## src/rtl/txseq_pkg.sv

```systemverilog
package txseq_pkg;

  typedef enum logic [2:0] {
    ST_IDLE,
    ST_SCHED,
    ST_BACKOFF,
    ST_CCA,
    ST_TX,
    ST_ACKWAIT
  } seqState_t;

  localparam logic [1:0] STAT_OK    = 2'd0;
  localparam logic [1:0] STAT_CHAN  = 2'd1;
  localparam logic [1:0] STAT_NOACK = 2'd2;
  localparam logic [1:0] STAT_GRANT = 2'd3;

  // strobes from control to datapath
  typedef struct packed {
    logic capture;
    logic startAttempt;
    logic loadBackoff;
    logic runBackoff;
    logic clrCca;
    logic runCca;
    logic busyStep;
    logic retryStep;
  } dpCmd_t;

  // conditions from datapath to control
  typedef struct packed {
    logic backoffDone;
    logic ccaLast;
    logic chanBusy;
    logic busyLimit;
    logic retryLimit;
    logic late;
    logic timeHit;
  } dpFlag_t;

endpackage

```

## src/rtl/txseq_dp.sv

```systemverilog
module txseq_dp
  import txseq_pkg::*;
#(
  parameter int UNIT_CYCLES = 320,
  parameter int CCA_CYCLES  = 128,
  parameter int BE_MIN      = 3,
  parameter int BE_MAX      = 5,
  parameter int MAX_BUSY    = 4,
  parameter int RETRY_W     = 3,
  parameter int TIME_W      = 32
) (
  input  logic               clk,
  input  logic               rstN,
  input  dpCmd_t             cmd,
  input  logic [1:0]         frameVer,
  input  logic [2:0]         ccaMode,
  input  logic               edBusy,
  input  logic               csBusy,
  input  logic [TIME_W-1:0]  nowUs,
  input  logic [TIME_W-1:0]  targetUs,
  input  logic [TIME_W-1:0]  minSetupUs,
  input  logic [RETRY_W-1:0] maxRetries,
  output dpFlag_t            flags,
  output logic               enhKind
);

  localparam int CNT_MAX  = (UNIT_CYCLES > CCA_CYCLES) ? UNIT_CYCLES : CCA_CYCLES;
  localparam int CNT_W    = $clog2(CNT_MAX + 1);
  localparam int BE_W     = $clog2(BE_MAX + 1);
  localparam int UNITS_W  = BE_MAX;
  localparam int NB_W     = $clog2(MAX_BUSY + 1);
  localparam int LFSR_W   = 16;
  localparam logic [CNT_W-1:0]  UNIT_LAST = CNT_W'(UNIT_CYCLES - 1);
  localparam logic [CNT_W-1:0]  CCA_LAST  = CNT_W'(CCA_CYCLES - 1);
  localparam logic [BE_W-1:0]   BE_LO     = BE_W'(BE_MIN);
  localparam logic [BE_W-1:0]   BE_HI     = BE_W'(BE_MAX);
  localparam logic [NB_W-1:0]   NB_LAST   = NB_W'(MAX_BUSY - 1);
  localparam logic [LFSR_W-1:0] LFSR_SEED = 16'hACE1;

  logic [LFSR_W-1:0]  lfsr;
  logic [BE_W-1:0]    be, beNext;
  logic [NB_W-1:0]    nb;
  logic [RETRY_W-1:0] retryCnt;
  logic [UNITS_W-1:0] unitLeft, beMask;
  logic [CNT_W-1:0]   tick;
  logic [TIME_W-1:0]  lead;

  // free-running pseudo-random source
  always_ff @(posedge clk or negedge rstN) begin
    if (!rstN) lfsr <= LFSR_SEED;
    else       lfsr <= {lfsr[LFSR_W-2:0], lfsr[15] ^ lfsr[13] ^ lfsr[12] ^ lfsr[10]};
  end

  // exponent as it will be after this cycle's strobes
  always_comb begin
    if (cmd.startAttempt)  beNext = BE_LO;
    else if (cmd.busyStep) beNext = (be == BE_HI) ? be : be + BE_W'(1);
    else                   beNext = be;
  end

  always_comb begin
    for (int i = 0; i < UNITS_W; i++) beMask[i] = (i < int'(beNext));
  end

  always_ff @(posedge clk or negedge rstN) begin
    if (!rstN) begin
      be       <= BE_LO;
      nb       <= '0;
      retryCnt <= '0;
      enhKind  <= 1'b0;
    end else begin
      be <= beNext;
      if (cmd.startAttempt)  nb <= '0;
      else if (cmd.busyStep) nb <= nb + NB_W'(1);
      if (cmd.capture) begin
        retryCnt <= '0;
        enhKind  <= (frameVer == 2'd2);
      end else if (cmd.retryStep) begin
        retryCnt <= retryCnt + RETRY_W'(1);
      end
    end
  end

  // shared cycle counter for unit periods and assessment window
  always_ff @(posedge clk or negedge rstN) begin
    if (!rstN) begin
      unitLeft <= '0;
      tick     <= '0;
    end else if (cmd.loadBackoff) begin
      unitLeft <= lfsr[UNITS_W-1:0] & beMask;
      tick     <= '0;
    end else if (cmd.clrCca) begin
      tick <= '0;
    end else if (cmd.runBackoff && unitLeft != '0) begin
      if (tick == UNIT_LAST) begin
        tick     <= '0;
        unitLeft <= unitLeft - UNITS_W'(1);
      end else begin
        tick <= tick + CNT_W'(1);
      end
    end else if (cmd.runCca) begin
      tick <= tick + CNT_W'(1);
    end
  end

  always_comb begin
    unique case (ccaMode)
      3'd1:    flags.chanBusy = edBusy;
      3'd2:    flags.chanBusy = csBusy;
      3'd3:    flags.chanBusy = edBusy | csBusy;
      3'd4:    flags.chanBusy = edBusy & csBusy;
      default: flags.chanBusy = 1'b0;
    endcase
  end

  assign lead              = targetUs - nowUs;
  assign flags.late        = lead[TIME_W-1] | (lead < minSetupUs);
  assign flags.timeHit     = (nowUs == targetUs);
  assign flags.backoffDone = (unitLeft == '0);
  assign flags.ccaLast     = (tick == CCA_LAST);
  assign flags.busyLimit   = (nb == NB_LAST);
  assign flags.retryLimit  = (retryCnt == maxRetries);

endmodule

```

## src/rtl/txseq_ctrl.sv

```systemverilog
module txseq_ctrl
  import txseq_pkg::*;
(
  input  logic       clk,
  input  logic       rstN,
  input  logic       trigNormal,
  input  logic       trigSched,
  input  logic       ackReq,
  input  logic       schedCcaEn,
  input  logic       phyGrant,
  input  logic       macBusy,
  input  logic       phyDone,
  input  logic       ackRcvd,
  input  logic       ackTimeout,
  input  dpFlag_t    flags,
  output dpCmd_t     cmd,
  output logic       phyStart,
  output logic       doneIrq,
  output logic [1:0] doneStatus,
  output logic       schedErrIrq,
  output logic       busy,
  output logic       ackWait
);

  seqState_t state, stateN;
  logic isSched, isSchedN, ackReqR, ackReqN;
  logic startPulse, finish, errPulse, usesPhy;
  logic [1:0] finStat;

  assign usesPhy = (state == ST_BACKOFF) || (state == ST_CCA) ||
                   (state == ST_TX) || (state == ST_ACKWAIT);

  always_comb begin
    stateN     = state;
    isSchedN   = isSched;
    ackReqN    = ackReqR;
    cmd        = '0;
    startPulse = 1'b0;
    finish     = 1'b0;
    finStat    = STAT_OK;
    errPulse   = 1'b0;
    unique case (state)
      ST_IDLE: begin
        if (trigNormal) begin
          cmd.capture      = 1'b1;
          cmd.startAttempt = 1'b1;
          cmd.loadBackoff  = 1'b1;
          isSchedN         = 1'b0;
          ackReqN          = ackReq;
          stateN           = ST_BACKOFF;
        end else if (trigSched) begin
          if (flags.late) begin
            errPulse = 1'b1;
          end else begin
            cmd.capture = 1'b1;
            isSchedN    = 1'b1;
            ackReqN     = ackReq;
            stateN      = ST_SCHED;
          end
        end
      end
      ST_SCHED: begin
        if (flags.timeHit) begin
          if (macBusy || !phyGrant) begin
            errPulse = 1'b1;
            stateN   = ST_IDLE;
          end else if (schedCcaEn) begin
            cmd.clrCca = 1'b1;
            stateN     = ST_CCA;
          end else begin
            startPulse = 1'b1;
            stateN     = ST_TX;
          end
        end
      end
      ST_BACKOFF: begin
        cmd.runBackoff = 1'b1;
        if (flags.backoffDone) begin
          cmd.clrCca = 1'b1;
          stateN     = ST_CCA;
        end
      end
      ST_CCA: begin
        cmd.runCca = 1'b1;
        if (flags.ccaLast) begin
          if (!flags.chanBusy) begin
            startPulse = 1'b1;
            stateN     = ST_TX;
          end else if (isSched || flags.busyLimit) begin
            finish  = 1'b1;
            finStat = STAT_CHAN;
          end else begin
            cmd.busyStep    = 1'b1;
            cmd.loadBackoff = 1'b1;
            stateN          = ST_BACKOFF;
          end
        end
      end
      ST_TX: begin
        if (phyDone) begin
          if (ackReqR) stateN = ST_ACKWAIT;
          else         finish = 1'b1;
        end
      end
      ST_ACKWAIT: begin
        if (ackRcvd) begin
          finish = 1'b1;
        end else if (ackTimeout) begin
          if (isSched || flags.retryLimit) begin
            finish  = 1'b1;
            finStat = STAT_NOACK;
          end else begin
            cmd.retryStep    = 1'b1;
            cmd.startAttempt = 1'b1;
            cmd.loadBackoff  = 1'b1;
            stateN           = ST_BACKOFF;
          end
        end
      end
      default: stateN = ST_IDLE;
    endcase

    if (usesPhy && !phyGrant) begin
      cmd        = '0;
      startPulse = 1'b0;
      finish     = 1'b1;
      finStat    = STAT_GRANT;
    end
    if (finish) stateN = ST_IDLE;
  end

  always_ff @(posedge clk or negedge rstN) begin
    if (!rstN) begin
      state       <= ST_IDLE;
      isSched     <= 1'b0;
      ackReqR     <= 1'b0;
      phyStart    <= 1'b0;
      doneIrq     <= 1'b0;
      doneStatus  <= STAT_OK;
      schedErrIrq <= 1'b0;
    end else begin
      state       <= stateN;
      isSched     <= isSchedN;
      ackReqR     <= ackReqN;
      phyStart    <= startPulse;
      doneIrq     <= finish;
      schedErrIrq <= errPulse;
      if (finish) doneStatus <= finStat;
    end
  end

  assign busy    = (state != ST_IDLE);
  assign ackWait = (state == ST_ACKWAIT);

endmodule

```

## src/rtl/txseq_top.sv

```systemverilog
module txseq_top
  import txseq_pkg::*;
#(
  parameter int UNIT_CYCLES = 320,
  parameter int CCA_CYCLES  = 128,
  parameter int BE_MIN      = 3,
  parameter int BE_MAX      = 5,
  parameter int MAX_BUSY    = 4,
  parameter int RETRY_W     = 3,
  parameter int TIME_W      = 32
) (
  input  logic               clk,
  input  logic               rstN,
  input  logic               trigNormal,
  input  logic               trigSched,
  input  logic               ackReq,
  input  logic [1:0]         frameVer,
  input  logic [2:0]         ccaMode,
  input  logic               schedCcaEn,
  input  logic               edBusy,
  input  logic               csBusy,
  input  logic               phyGrant,
  input  logic               macBusy,
  input  logic               phyDone,
  input  logic               ackRcvd,
  input  logic               ackTimeout,
  input  logic [TIME_W-1:0]  nowUs,
  input  logic [TIME_W-1:0]  targetUs,
  input  logic [TIME_W-1:0]  minSetupUs,
  input  logic [RETRY_W-1:0] maxRetries,
  output logic               phyStart,
  output logic               ackWait,
  output logic               expectEnhAck,
  output logic               doneIrq,
  output logic [1:0]         doneStatus,
  output logic               schedErrIrq,
  output logic               busy
);

  dpCmd_t  cmd;
  dpFlag_t flags;
  logic    enhKind;

  txseq_ctrl ctrl_i (
    .clk        (clk),
    .rstN       (rstN),
    .trigNormal (trigNormal),
    .trigSched  (trigSched),
    .ackReq     (ackReq),
    .schedCcaEn (schedCcaEn),
    .phyGrant   (phyGrant),
    .macBusy    (macBusy),
    .phyDone    (phyDone),
    .ackRcvd    (ackRcvd),
    .ackTimeout (ackTimeout),
    .flags      (flags),
    .cmd        (cmd),
    .phyStart   (phyStart),
    .doneIrq    (doneIrq),
    .doneStatus (doneStatus),
    .schedErrIrq(schedErrIrq),
    .busy       (busy),
    .ackWait    (ackWait)
  );

  txseq_dp #(
    .UNIT_CYCLES(UNIT_CYCLES),
    .CCA_CYCLES (CCA_CYCLES),
    .BE_MIN     (BE_MIN),
    .BE_MAX     (BE_MAX),
    .MAX_BUSY   (MAX_BUSY),
    .RETRY_W    (RETRY_W),
    .TIME_W     (TIME_W)
  ) dp_i (
    .clk       (clk),
    .rstN      (rstN),
    .cmd       (cmd),
    .frameVer  (frameVer),
    .ccaMode   (ccaMode),
    .edBusy    (edBusy),
    .csBusy    (csBusy),
    .nowUs     (nowUs),
    .targetUs  (targetUs),
    .minSetupUs(minSetupUs),
    .maxRetries(maxRetries),
    .flags     (flags),
    .enhKind   (enhKind)
  );

  assign expectEnhAck = enhKind & busy;

endmodule

```

## config.mk

```make
export PLATFORM = sky130hd
export DESIGN_NAME = txseq_top
export DESIGN_NICKNAME = d
export VERILOG_FILES = /design/src/rtl/txseq_pkg.sv /design/src/rtl/txseq_dp.sv /design/src/rtl/txseq_ctrl.sv /design/src/rtl/txseq_top.sv
export SDC_FILE = /design/constraint.sdc
export NUM_CORES = 1
export LEC_CHECK = 0
export ABC_AREA = 1
export BUFFER_PORTS_ARGS = -buffer_cell sky130_fd_sc_hd__buf_2
export CAP_MARGIN = 40
export CORE_MARGIN = 4
export CORE_UTILIZATION = 30
export DETAILED_ROUTE_END_ITERATION = 12
export PLACE_DENSITY_LB_ADDON = 0.2
export SLEW_MARGIN = 20
export SYNTH_ARGS = -nofsm -noshare
export SYNTH_HDL_FRONTEND = slang
export SYNTH_SLANG_ARGS = --single-unit
```

## constraint.sdc

```tcl
create_clock -name clk -period 3.31 [get_ports clk]
set_clock_uncertainty 0.15 [all_clocks]
set_input_delay 0.331 -clock clk [delete_from_list [all_inputs] [get_ports clk]]
set_output_delay 0.331 -clock clk [all_outputs]
set_load 0.1 [all_outputs]
```

; Word-level counts from Yosys, hierarchy flattened
; Index checks and enable logic that the tools add are counted.
[word_totals]
output_inout_bits = 8
inputBits = 117
regBits = 50
elab_cells = 181
[op_classes]
reduce_logical = 22
mux = 96
addsub = 6
eq_ne = 29
magnitude_cmp = 6
n_bitwise = 8
[op_table]
columns = op, n
row1 = two-way mux 3 bit, 23
row2 = two-way mux 9 bit, 5
row3 = two-way mux 1 bit, 44
row4 = equality test 32 bit, 1
row5 = < comparator 32 bit, 1
row6 = subtractor 32 bit, 1
row7 = two-way mux 2 bit, 10
row8 = two-way mux 5 bit, 4
row9 = case mux 3 bit (6 select lines), 1
row10 = "equality test 3 x 2 -> 1 bit, second input constant", 5
row11 = "equality test 3 bit, second input constant", 4
row12 = "!= test 3 x 1 -> 1 bit, second input constant", 4
row13 = "!= test 3 x 2 -> 1 bit, second input constant", 4
row14 = AND reduction 11 bit, 1
row15 = nonzero test 2 bit, 5
row16 = "adder 3 x 1 -> 3 bit, second input constant", 3
row17 = "adder 9 x 1 -> 9 bit, second input constant", 1
row18 = "equality test 9 x 7 -> 1 bit, second input constant", 1
row19 = "equality test 9 bit, second input constant", 1
row20 = two-way mux 8 bit, 1
row21 = "!= test 4 bit, second input constant", 2
row22 = case mux 1 bit (2 select lines), 4
row23 = "equality test 3 x 1 -> 1 bit, second input constant", 2
row24 = logical OR 1 bit, 6
row25 = 24 further kinds, 33

; Logic depth before layout (Yosys ltp)
[logic_depth]
word_depth = 13
depth_mapped = 27
mapped_depth_nobuf = 27

; Modules after synthesis
; Synthesis repeated with hierarchy kept, for this count alone.
[hier_totals]
hier_cells = 931
area_unflattened_um2 = 5831.8
[modules_own_cells]
columns = mod, area_each_um2, cells_each, seq_area_each_um2, instances
row1 = txseq_dp, 4978.5, 801, 1013.5, 1
row2 = txseq_ctrl, 845.8, 128, 250.2, 1
row3 = txseq_top, 7.5, 2, 0.0, 1

; Worst setup path before layout
; OpenSTA, ideal clock, no wires.
[synth_timing]
path_type = input to register
from = in targetUs[0]
to = reg ctrl_i.ackReqR
n_path_buf = 0
required_time_ns = 3.033
cell_stages = 23
setup_slack_ns = -0.039
arrival_time_ns = 3.072
cell_sequence = inv_1 > ha_1 > inv_1 > fa_1 > nand2_1 > nand2_1 > a21o_1 > a21oi_1 > o21ai_1 > nand3_1 > nand3_1 > nand2_1 > inv_1 > ha_1 > nand2_1 > nor2_1 > nand2_1 > nor4_1 > nand2_1 > nand2_1 > nand3_4 > o21ai_4 > o21ai_0
[synth_between]
elab_chain_len = 5
[synth_rtl]
columns = item, line_no
row1 = start: declaration, txseq_top.sv:28  ; input logic [TIME_W-1:0] targetUs,
row2 = subtractor 32 bit (*), txseq_dp.sv:116  ; assign lead = targetUs - nowUs;
row3 = < comparator 32 bit, txseq_dp.sv:117  ; assign flags.late = lead[TIME_W-1] | (lead < minSetupUs);
row4 = bitwise OR 1 bit (*), txseq_dp.sv:117
row5 = != test 2 bit (no line) (*), --
row6 = AND reduction 3 bit (no line) (*), --
row7 = end signal: assignment, txseq_ctrl.sv:144  ; ackReqR <= ackReqN;
row8 = end: declaration, txseq_ctrl.sv:26  ; logic isSched, isSchedN, ackReqR, ackReqN;
; Mark *: on every way between the ends. The rest lies on a longest branch, timed or not.
; A chain may end at the register's enable or synchronous reset.

; Worst setup path in the final report
[layout_timing]
from = in targetUs[17]
to = reg ctrl_i.state[1]
[layout_between]
elab_chain_len = 5
word_cells_on_any_way = 7
cone_classes = add/sub: 1 / order compare: 1 / eq/ne: 3 / bitwise: 1 / reduce/logical: 1
[layout_rtl]
columns = item, line_no
row1 = subtractor 32 bit, txseq_dp.sv:116
row2 = < comparator 32 bit, txseq_dp.sv:117
row3 = bitwise OR 1 bit, txseq_dp.sv:117
row4 = != test 4 bit (no line), --
row5 = AND reduction 11 bit (no line) (*), --
row6 = end signal: assignment, txseq_ctrl.sv:142  ; state <= stateN;
row7 = end: declaration, txseq_ctrl.sv:25  ; seqState_t state, stateN;
; Marks and branches as above.

==> results list <==
- Synthesis-to-finish area growth: 48.03%
- For this run, the detailed router's first-pass iteration total came to 6.
- In the final routed layout, each cell accounts on average for 12.89 um.
- Critical path type: in -> reg
- Seq cells post-synth: 50
* Share of the synthesized area in the top cell type: 18.11%
- Vertical die dimension: 143.7 um
- In this run the worst path has a maximum fanout of 6.
- The number of slew-limit violations in the final report came to 0.
* Fin crit period: 3203 ps
- In the synthesized netlist, the number of instances is 804.
- Overall via count from detail_route: 5780
- In the synthesized netlist the dominant register cell turns out to be sky130_fd_sc_hd__dfrtp_1.
* Result of the run: completed
* Syn Area/Cell: 6.875 sq um
* Vias in the first global route: 5614
* Worst setup path startpoint: targetUs[17]
* Remaining global-route overflow: 0
- Number of vias per cell: 4.540
* DRC viols: 0
- R2R Setup Slk: 800 ps
* Antenna violations before repair: 0
- Largest buffer count on any clock path: 2
- Of the cells placed in the final design, the portion with a size suffix greater than 1 is 40.56%.
- Data arrives at the worst endpoint at 3240 ps.
- The worst register-to-register path ends at dp_i.unitLeft[2].
- Synth area leader: sky130_fd_sc_hd__dfrtp_1
* Kind of path behind the tightest hold check: in -> reg
* Worst vdd ir: 265.4 uV
- Measured along the x axis, the die boundary spans 143.7 um.
- The Yosys step of the flow raised 0 warnings.
- For this run, the total global-route usage over all layers was measured as 15.67%.
- The worst setup path is launched from an input pin.
- In this run the count of I/O pins placed on the die edge is 125.
- The initial utilization of the core area, before any placement, comes to 30.67%.
- Count of standard-cell rows: 49
* Die Area: 20660 sq um
* Final wirelength: 16.41 mm
- Of all flip-flops after synthesis, the portion carrying an async set or reset was 100.0%.
- Entering global routing, the biggest net connects 37 pins.
* Final RePlAce weighted congestion: 0.8460
- For this design the ratio of total power to cell area is 431.3 nW/um^2.
* Wire length of the first global-routing pass: 26.48 mm
- Number of nets in the final layout: 1233
* Final setup fails: 0
- In this run the number of H-tree levels came out at 2.
* Post-route setup slack: 106.6 ps
- Number of I/O port buffers: 124
- Summing the sequential cell areas from Yosys gives 22.86% of the chip area.
* Remaining antenna violation count: 0
* Setup repair after global routing missed its margin: true
* Worst slew margin: 63.32%
* Cell leakage power: 4.317 nW
* Worst Hold Path Cells: 3
- Min-Delay Startpoint: ackReq
- Counting flops with a built-in enable in the synthesized netlist gives 0.
- The worst register-to-register path begins at ctrl_i.state[1].
- After synthesis, the netlist uses 49 different library cells.
* Synth top area cells: sky130_fd_sc_hd__dfrtp_1 (18%), sky130_fd_sc_hd__ha_1 (17%), sky130_fd_sc_hd__nand2_1 (12%)
- Max-capacitance violation count: 0
- STA puts the critical path data required time at 3350 ps.
* Core box area: 18020 sq um
- Total negative slack for setup checks: 0 ps
* Critical Path Sink Type: flop
- Sink Count: 50
- The worst register-to-register path has a depth of 14.
- The hold violation count in the final report was 0.
- Detailed placement finished with a half-perimeter wire length of 13.45 mm.
* Final Total Pwr: 3.529 mW
* Mapped Nets: 995
* Cell at the root of the clock tree: sky130_fd_sc_hd__clkbuf_16
- Summing every instance area after synthesis gives 5528 sq um.
* Clk_lat worst skew: 300 ps
* Final cycle utilization of the critical path: 96.78%
- Min-Delay Endpoint: ctrl_i.ackReqR
- Commonest non-fill, non-tap cells in the layout: sky130_fd_sc_hd__nand2_1 (153), sky130_fd_sc_hd__inv_1 (122), sky130_fd_sc_hd__buf_2 (110), sky130_fd_sc_hd__buf_4 (99), sky130_fd_sc_hd__nor2_1 (59)
- The library cell used most frequently in the layout, excluding fill and tap cells, is sky130_fd_sc_hd__nand2_1.
- Violation count after the first detailed-routing iteration: 189
- CTS tree: built
* Post-route worst hold slack: 101.5 ps
* Clock transition at path regs: 70 ps
- The number of clock buffers added by TritonCTS is 5.
- At the placement stage, the worst setup path has a slack of -546.5 ps.
- Maximum achievable frequency: 0.3122 GHz
- Slew of the pin with the lowest slew margin: 547.0 ps
## Yosys cell counts (3+ instances only)
| library cell | instances |
|---|---|
| sky130_fd_sc_hd__a21o_1 | 6 |
| sky130_fd_sc_hd__a21oi_1 | 68 |
| sky130_fd_sc_hd__a21oi_2 | 4 |
| sky130_fd_sc_hd__a31o_2 | 3 |
| sky130_fd_sc_hd__and2_1 | 3 |
| sky130_fd_sc_hd__dfrtp_1 | 40 |
| sky130_fd_sc_hd__dfstp_2 | 10 |
| sky130_fd_sc_hd__ha_1 | 73 |
| sky130_fd_sc_hd__inv_1 | 147 |
| sky130_fd_sc_hd__inv_2 | 10 |
| sky130_fd_sc_hd__nand2_1 | 176 |
| sky130_fd_sc_hd__nand2_2 | 10 |
| sky130_fd_sc_hd__nand3_1 | 39 |
| sky130_fd_sc_hd__nand4_1 | 6 |
| sky130_fd_sc_hd__nor2_1 | 72 |
| sky130_fd_sc_hd__nor2_2 | 8 |
| sky130_fd_sc_hd__nor2_4 | 3 |
| sky130_fd_sc_hd__nor3_1 | 11 |
| sky130_fd_sc_hd__nor3_2 | 3 |
| sky130_fd_sc_hd__nor4_1 | 4 |
| sky130_fd_sc_hd__o21ai_0 | 24 |
| sky130_fd_sc_hd__o21ai_1 | 5 |
| sky130_fd_sc_hd__o21bai_1 | 3 |
| sky130_fd_sc_hd__xnor2_1 | 14 |
| sky130_fd_sc_hd__xor2_1 | 27 |
## worst max-delay path, cell delays in order
cell and delay (ps):
sky130_fd_sc_hd__buf_2 120, sky130_fd_sc_hd__ha_4 260, sky130_fd_sc_hd__buf_4 150, sky130_fd_sc_hd__nand2_4 70, sky130_fd_sc_hd__nor2_4 50, sky130_fd_sc_hd__and2_4 150, sky130_fd_sc_hd__nand4_1 110, sky130_fd_sc_hd__nand3_2 110
sky130_fd_sc_hd__nand2_2 80, sky130_fd_sc_hd__nand3_2 80, sky130_fd_sc_hd__a21oi_2 140, sky130_fd_sc_hd__xor2_1 160, sky130_fd_sc_hd__inv_1 60, sky130_fd_sc_hd__ha_1 270, sky130_fd_sc_hd__nand2_1 80, sky130_fd_sc_hd__nor2_2 50
sky130_fd_sc_hd__buf_4 120, sky130_fd_sc_hd__a21o_1 190, sky130_fd_sc_hd__a21oi_2 110, sky130_fd_sc_hd__nand2_2 90, sky130_fd_sc_hd__nand3_4 120, sky130_fd_sc_hd__nand2_2 70, sky130_fd_sc_hd__nand2_4 90, sky130_fd_sc_hd__nand2_1 50
sky130_fd_sc_hd__nand2_1 50, sky130_fd_sc_hd__nor2_1 40
## final cells by class
cell class              instances  area, sq um
fillers                      1912         9842
inverters                     160        613.1
clock inverters                 2        16.27
repair buffers                231         1549
flip-flops and latches         50         1264
well taps                     229        286.5
multi-input cells             594         4313
diodes                          1        2.502
clock buffers                   6        138.9
## timing repair
action                                  4_1_cts  5_1_grt
resized for setup                            95       79
gates cloned                                  0        0
endpoints found under the hold margin         0       25
hold buffers                                  0        1
endpoints found under the setup margin       10       10
setup buffers                                 8        4
pin swaps                                    55       48
## state kept, by name, indices dropped and copies added (netlist names)
| name | flops |
|---|---|
| ctrl_i.doneStatus | 2 |
| ctrl_i.phyStart | 1 |
| ctrl_i.ackReqR | 1 |
| dp_i.tick | 9 |
| dp_i.unitLeft | 5 |
| ctrl_i.doneIrq | 1 |
| dp_i.enhKind | 1 |
| ctrl_i.schedErrIrq | 1 |
| ctrl_i.state | 3 |
| dp_i.lfsr | 16 |
| ctrl_i.isSched | 1 |
| dp_i.be | 3 |
| dp_i.nb | 3 |
| dp_i.retryCnt | 3 |
## per-stage QoR
stage	utilization (%)	instance area, sq um	cells
final	45.40	8183	1273
after global routing	45.38	8180	1272
after CTS	43.50	7841	1266
after detailed placement	39.59	7137	1250
after global placement	39.59	7137	1250
after floorplan	-	5532	804
## kinds of logic after synthesis
family | synth area share (%)
xor+xnor | 6.496
compound gates | 14.01
fa+ha+maj | 16.89
buf+inv | 10.96
flops | 22.86
simple gates | 28.61
mux | 0.1811
## report_power, final
| group | switching [mW] | leakage [nW] | total [mW] | internal [mW] |
|---|---|---|---|---|
| clock network | 0.237 | 0.0735 | 0.541 | 0.304 |
| registers | 0.0966 | 0.638 | 0.807 | 0.710 |
| logic | 1.35 | 3.60 | 2.18 | 0.829 |
| total | 1.69 | 4.32 | 3.53 | 1.84 |
## routing by layer
metal	share of wire, %	wire [um]	vias up	global-route usage (%)
met4	0.49	81	0	1.586
met1	47	7659	2599	21.24
met5	0	0	-	0
li1	-	-	3064	-
met2	47	7779	108	27.10
met3	5.4	887	9	2.696
## worst max path at each step
| stage | end | slack [ps] | cells after the start |
|---|---|---|---|
| after detailed placement | ctrl_i.ackReqR | -550 | 24 |
| after global placement | ctrl_i.state[1] | -530 | 24 |
| after CTS | ctrl_i.isSched | -60 | 24 |
| after global routing | ctrl_i.isSched | -190 | 23 |
| after floorplan | ctrl_i.ackReqR | 3 | 23 |
| final | ctrl_i.state[1] | 110 | 26 |
(Power assumes the default switching activity.)
